**config.mk**
```make
export PLATFORM = sky130hd
export DESIGN_NAME = brid_resolve
export DESIGN_NICKNAME = d
export VERILOG_FILES = /design/src/rtl/brid_pkg.sv /design/src/rtl/brid_decode.sv /design/src/rtl/brid_zero_test.sv /design/src/rtl/brid_target_add.sv /design/src/rtl/brid_resolve.sv
export SDC_FILE = /design/constraint.sdc
export NUM_CORES = 1
export LEC_CHECK = 0
export BUFFER_PORTS_ARGS = -buffer_cell sky130_fd_sc_hd__buf_2
export CAP_MARGIN = 10
export CORE_MARGIN = 8
export CORE_UTILIZATION = 44
export CTS_BUF_LIST = sky130_fd_sc_hd__clkbuf_8
export CTS_CLUSTER_SIZE = 40
export DETAILED_ROUTE_END_ITERATION = 10
export GPL_TIMING_DRIVEN = 0
export PLACE_DENSITY = 0.83
export SYNTH_ARGS = -nofsm -noshare
export SYNTH_HDL_FRONTEND = slang
export SYNTH_HIERARCHICAL = 1
export SYNTH_SLANG_ARGS = --single-unit
```
**constraint.sdc**
```tcl
create_clock -name clk -period 4.1 [get_ports clk]
set_clock_uncertainty 0.15 [all_clocks]
set_input_delay 0.82 -clock clk [delete_from_list [all_inputs] [get_ports clk]]
set_output_delay 0.82 -clock clk [all_outputs]
set_load 0.005 [all_outputs]
```
**src/rtl/brid_pkg.sv**
```systemverilog
package brid_pkg;
    localparam int unsigned ILEN   = 32;
    localparam int unsigned OPC_W  = 6;
    localparam int unsigned OPC_LO = ILEN - OPC_W;
    localparam int unsigned OFS_W  = 16;

    localparam logic [OPC_W-1:0] OPC_JZ  = 6'h04;
    localparam logic [OPC_W-1:0] OPC_JNZ = 6'h05;

    typedef enum logic [1:0] {
        BK_NONE    = 2'd0,
        BK_ZERO    = 2'd1,
        BK_NONZERO = 2'd2
    } br_kind_e;

    typedef struct packed {
        br_kind_e             kind;
        logic [OFS_W-1:0]     ofs;
    } br_fields_t;

    function automatic br_kind_e kind_of(input logic [OPC_W-1:0] opc);
        case (opc)
            OPC_JZ:  return BK_ZERO;
            OPC_JNZ: return BK_NONZERO;
            default: return BK_NONE;
        endcase
    endfunction
endpackage

```
**src/rtl/brid_decode.sv**
```systemverilog
module brid_decode
    import brid_pkg::*;
(
    input  logic             clk,
    input  logic             rst,
    input  logic             valid,
    input  logic             squash,
    input  logic [ILEN-1:0]  instr,
    output br_fields_t       fields
);
    logic [OPC_W-1:0] opc;

    always_comb begin
        opc         = instr[ILEN-1:OPC_LO];
        fields.ofs  = instr[OFS_W-1:0];
        fields.kind = (valid && !squash) ? kind_of(opc) : BK_NONE;
    end

    // a recognised kind only for the two branch opcodes
    a_r4_kind_from_opcode: assert property (@(posedge clk) disable iff (rst)
        (fields.kind != BK_NONE) |-> (valid && (opc == OPC_JZ || opc == OPC_JNZ)));
endmodule

```
**src/rtl/brid_zero_test.sv**
```systemverilog
module brid_zero_test
    import brid_pkg::*;
#(
    parameter int unsigned XLEN = 32
) (
    input  br_kind_e         kind,
    input  logic [XLEN-1:0]  value,
    output logic             take
);
    logic is_zero;

    always_comb begin
        is_zero = ~|value;
        case (kind)
            BK_ZERO:    take = is_zero;
            BK_NONZERO: take = ~is_zero;
            default:    take = 1'b0;
        endcase
    end
endmodule

```
**src/rtl/brid_target_add.sv**
```systemverilog
module brid_target_add #(
    parameter int unsigned XLEN  = 32,
    parameter int unsigned OFS_W = 16
) (
    input  logic [XLEN-1:0]  npc,
    input  logic [OFS_W-1:0] ofs,
    output logic [XLEN-1:0]  target
);
    localparam int unsigned EXT_W = XLEN - OFS_W;

    logic [XLEN-1:0] ofs_ext;

    always_comb begin
        ofs_ext = {{EXT_W{ofs[OFS_W-1]}}, ofs};
        target  = npc + ofs_ext;
    end
endmodule

```
**src/rtl/brid_resolve.sv**
```systemverilog
module brid_resolve
    import brid_pkg::*;
#(
    parameter int unsigned XLEN = 32
) (
    input  logic             clk,
    input  logic             rst,
    input  logic             slot_mode,
    input  logic             ifid_valid,
    input  logic [ILEN-1:0]  ifid_instr,
    input  logic [XLEN-1:0]  ifid_npc,
    input  logic [XLEN-1:0]  rs_value,
    output logic             br_taken,
    output logic [XLEN-1:0]  br_target,
    output logic             ifid_flush
);
    br_fields_t fields;
    logic       squash_q;
    logic       take;

    brid_decode u_decode (
        .clk    (clk),
        .rst    (rst),
        .valid  (ifid_valid),
        .squash (squash_q),
        .instr  (ifid_instr),
        .fields (fields)
    );

    brid_zero_test #(.XLEN(XLEN)) u_zero (
        .kind  (fields.kind),
        .value (rs_value),
        .take  (take)
    );

    brid_target_add #(.XLEN(XLEN), .OFS_W(OFS_W)) u_add (
        .npc    (ifid_npc),
        .ofs    (fields.ofs),
        .target (br_target)
    );

    always_comb begin
        br_taken   = take;
        ifid_flush = take && !slot_mode;
    end

    // remembers that the slot now in decode was cleared
    always_ff @(posedge clk) begin
        if (rst) squash_q <= 1'b0;
        else     squash_q <= ifid_flush;
    end

    a_r4_idle_quiet: assert property (@(posedge clk) disable iff (rst)
        (!ifid_valid || (ifid_instr[ILEN-1:OPC_LO] != OPC_JZ &&
                         ifid_instr[ILEN-1:OPC_LO] != OPC_JNZ)) |-> (!br_taken && !ifid_flush));

    a_r2_zero_only: assert property (@(posedge clk) disable iff (rst)
        (br_taken && ifid_instr[ILEN-1:OPC_LO] == OPC_JZ) |-> (rs_value == '0));

    a_r3_nonzero_only: assert property (@(posedge clk) disable iff (rst)
        (br_taken && ifid_instr[ILEN-1:OPC_LO] == OPC_JNZ) |-> (rs_value != '0));

    a_r5_flush_tracks_taken: assert property (@(posedge clk) disable iff (rst)
        !slot_mode |-> (ifid_flush == br_taken));

    a_r6_slot_no_flush: assert property (@(posedge clk) disable iff (rst)
        slot_mode |-> !ifid_flush);

    a_r7_cleared_slot_idle: assert property (@(posedge clk) disable iff (rst)
        ifid_flush |=> (!br_taken && !ifid_flush));
endmodule

```
==> impl_metrics.yaml <==
critical_path:
  end_kind: "primary output"
  crit_fanout: 5
  critPathLaunchType: "primary input"
  rr_endpoint: "squash_q"
  arrival_ns: 3.02
  ff2ff_setup_slack_ns: 2.46
  r2r_cells: 5
  path_class: "primary input to primary output"
  reg2reg_from: "squash_q"
  crit_required_ns: 3.13
drt:
  first_iter_violations: 46
  drc: 0
  wire_per_inst_um: 15.2
  drtPass1Iterations: 4
  vias: 2450
  avgViaCountPerCell: 5.66
  routed_wl_um: 6580
  final_antenna_net_count: 0
power_and_ir_drop:
  p_switching_mw: 0.227
  p_leak_nw: 1.36
  p_sw_share_pct: 50.9
  pwr-share-clk_pct: 0
  vdd_drop_max_v: 0.0000972
  p_per_area_nw_per_um2: 165
  power_frac_seq_pct: 2.2
  power_mw: 0.445
  power.internal_mw: 0.219
  comb_power_share_pct: 97.8
global_route:
  grt_pass1_wl_um: 10800
  grt_pass1_vias: 2489
  overflow: 0
  track_usage_pct: 16.9
  grt_start_max_net_pins: 18
  antenna_found_initial: 0
logic_synthesis:
  synth_cell_types: 56
  synth_top_family_by_area: "compound AO/OA/AOI/OAI gates"
  synth-async-reset-ratio_pct: 0
  synthAdderAreaFrac_pct: 19.9
  synthFlopType: "dfxtp_1"
  synth_nets: 411
  synth_simple_gate_area_share_pct: 22.8
  synth_xor_xnor_area_share_pct: 12.0
  netlist_area_sq_um: 2050
  synth_compound_area_share_pct: 34.1
  synth_top_area_cell: "ha_1"
  postSynthCellCount: 279
  ys_seq_area_share_pct: 0.977
  avgSynthCellArea_sq_um: 7.34
  ys_warn_count: 6
  muxShareOfSynthArea_pct: 0.977
  synth_edf_count: 0
  ys_ff_latch: 1
  synth.area.top_cells: "ha_1, a21oi_1, a21o_1"
  synth_top_area_share_pct: 18.9
final_layout:
  drive_above_1_share_pct: 40.4
  diodes: 0
  final_cell_mix: "buf_2, ha_1, a21oi_1"
  largestRegisters: "squash_q: 1 flops"
  fin_area_sq_um: 2690
  largest_reg_flops: 1
  nFillCells: 432
  final_nets: 513
  layout_commonest_cell: "buf_2"
  top_register: "squash_q"
  area_growth_pct: 31.5
placement:
  gp_congestion: 0.902
  numPortBuffers: 107
  place_area_sq_um: 2650
  hpwl_um: 5810
timing:
  worst_pin_slew_ns: 0.415
  rsz0062_at_grt: "no"
  hold_viol_final: 0
  maxSlewHeadroom_pct: 72.1
  fmax_mhz: 251
  setup_violations: 0
  post-route-period-util_pct: 97.3
  slew_viol_final: 0
  period_needed_ns: 3.99
floorplan:
  die_h_um: 84.2
  start_util_pct: 44.5
  die_area_sq_um: 7090
  row_count: 25
  coreArea_sq_um: 4600
  io_pins: 134
  die_x_um: 84.2
clocking:
  post_cts_buffers: 0
  clk_pin_slew_worst_paths_ns: 0
  hold_buffers: 0
  clock_latency_ns: 0
run_status:
  outcome: "complete, no violations"
run:
  drv_cap: 0
hold_path:
  hp-start: "squash_q"
  min_path_type: "register to register"
  hold_path_depth: 5
  min_to: "squash_q"
==> worst max-delay path, cell delays in order <==
cell and delay (ns):
buf_4 0.11, ha_1 0.36, and3_1 0.19, o211ai_1 0.09, o21bai_4 0.20, a22oi_4 0.27
a311oi_4 0.16, o311a_1 0.35, or3_1 0.34, buf_2 0.13
==> power by group through the flow <==
stage | Clock, mW | Sequential, mW | Combinational [mW]
final | 0 | 0.00995 | 0.435
after global routing | 0 | 0.00995 | 0.488
after CTS | 0 | 0.00995 | 0.426
after detailed placement | 0 | 0.00995 | 0.423
after global placement | 0 | 0.00995 | 0.416
after floorplan | 0 | 0.00995 | 0.271
==> layout make-up <==
class | instances | area, sq um | area share (%)
inverters | 7 | 26.3 | 0.975
flip-flops and latches | 1 | 20.0 | 0.743
plain buffers | 20 | 141 | 5.25
multi-input cells | 244 | 1900 | 70.6
well taps | 54 | 67.6 | 2.51
repair buffers | 107 | 536 | 19.9
==> how the worst max path moves through the flow <==
stage / startpoint / to / slack [ns] / cells past startpoint
2_1_floorplan: ifid_instr[0] / br_target[26] / 0.35 / 10
3_3_place_gp: ifid_instr[15] / br_target[31] / 0.04 / 11
3_5_place_dp: ifid_instr[15] / br_target[31] / -0.05 / 11
4_1_cts: ifid_instr[15] / br_target[31] / 0.008 / 11
5_1_grt: ifid_instr[4] / br_target[31] / 0.0007 / 10
6_report: ifid_instr[8] / br_target[31] / 0.11 / 10
==> stage by stage <==
| step | util, % | setup TNS (ns) | hold slack, ns | cells | worst slack (ns) |
|---|---|---|---|---|---|
| after floorplan | - | 0 | 0.626 | 279 | 0.351 |
| after global routing | 58.6 | 0 | 0.769 | 433 | 0.000748 |
| after global placement | 57.7 | 0 | 0.677 | 440 | 0.0425 |
| after detailed placement | 57.7 | -0.0674 | 0.718 | 440 | -0.0473 |
| after CTS | 57.7 | 0 | 0.722 | 439 | 0.00751 |
| final | 58.6 | 0 | 0.702 | 433 | 0.109 |
==> kinds of logic after synthesis <==
group	Yosys count
compound gates	99
xor+xnor	28
fa+ha+maj	32
buf+inv	34
flops	1
mux	2
simple gates	83
==> routing by layer <==
metal | routed length (um) | up-vias | global-route usage, %
met5 | 0 | - | 0
met4 | 25 | 0 | 0.785
met3 | 692 | 2 | 6.49
met2 | 3150 | 108 | 30.0
met1 | 2720 | 1088 | 19.3
li1 | - | 1252 | -
==> timing repair <==
item,in CTS,in global routing
endpoints found under the hold margin,0,0
setup endpoints to repair,2,8
gates resized for setup,2,13
pin swaps,1,2
==> cells in the mapped netlist (all sizes together) (4+ instances only) <==
master   n
ha      31
a21oi   29
a21o    19
buf     19
nand2   18
o21ai   16
xor2    15
xnor2   13
nor2    12
nor4    11
nand3   10
nand4   10
clkbuf   8
inv      7
o21bai   5
nand2b   4
nor3     4
No activity file was read; power rests on OpenSTA's default activity.
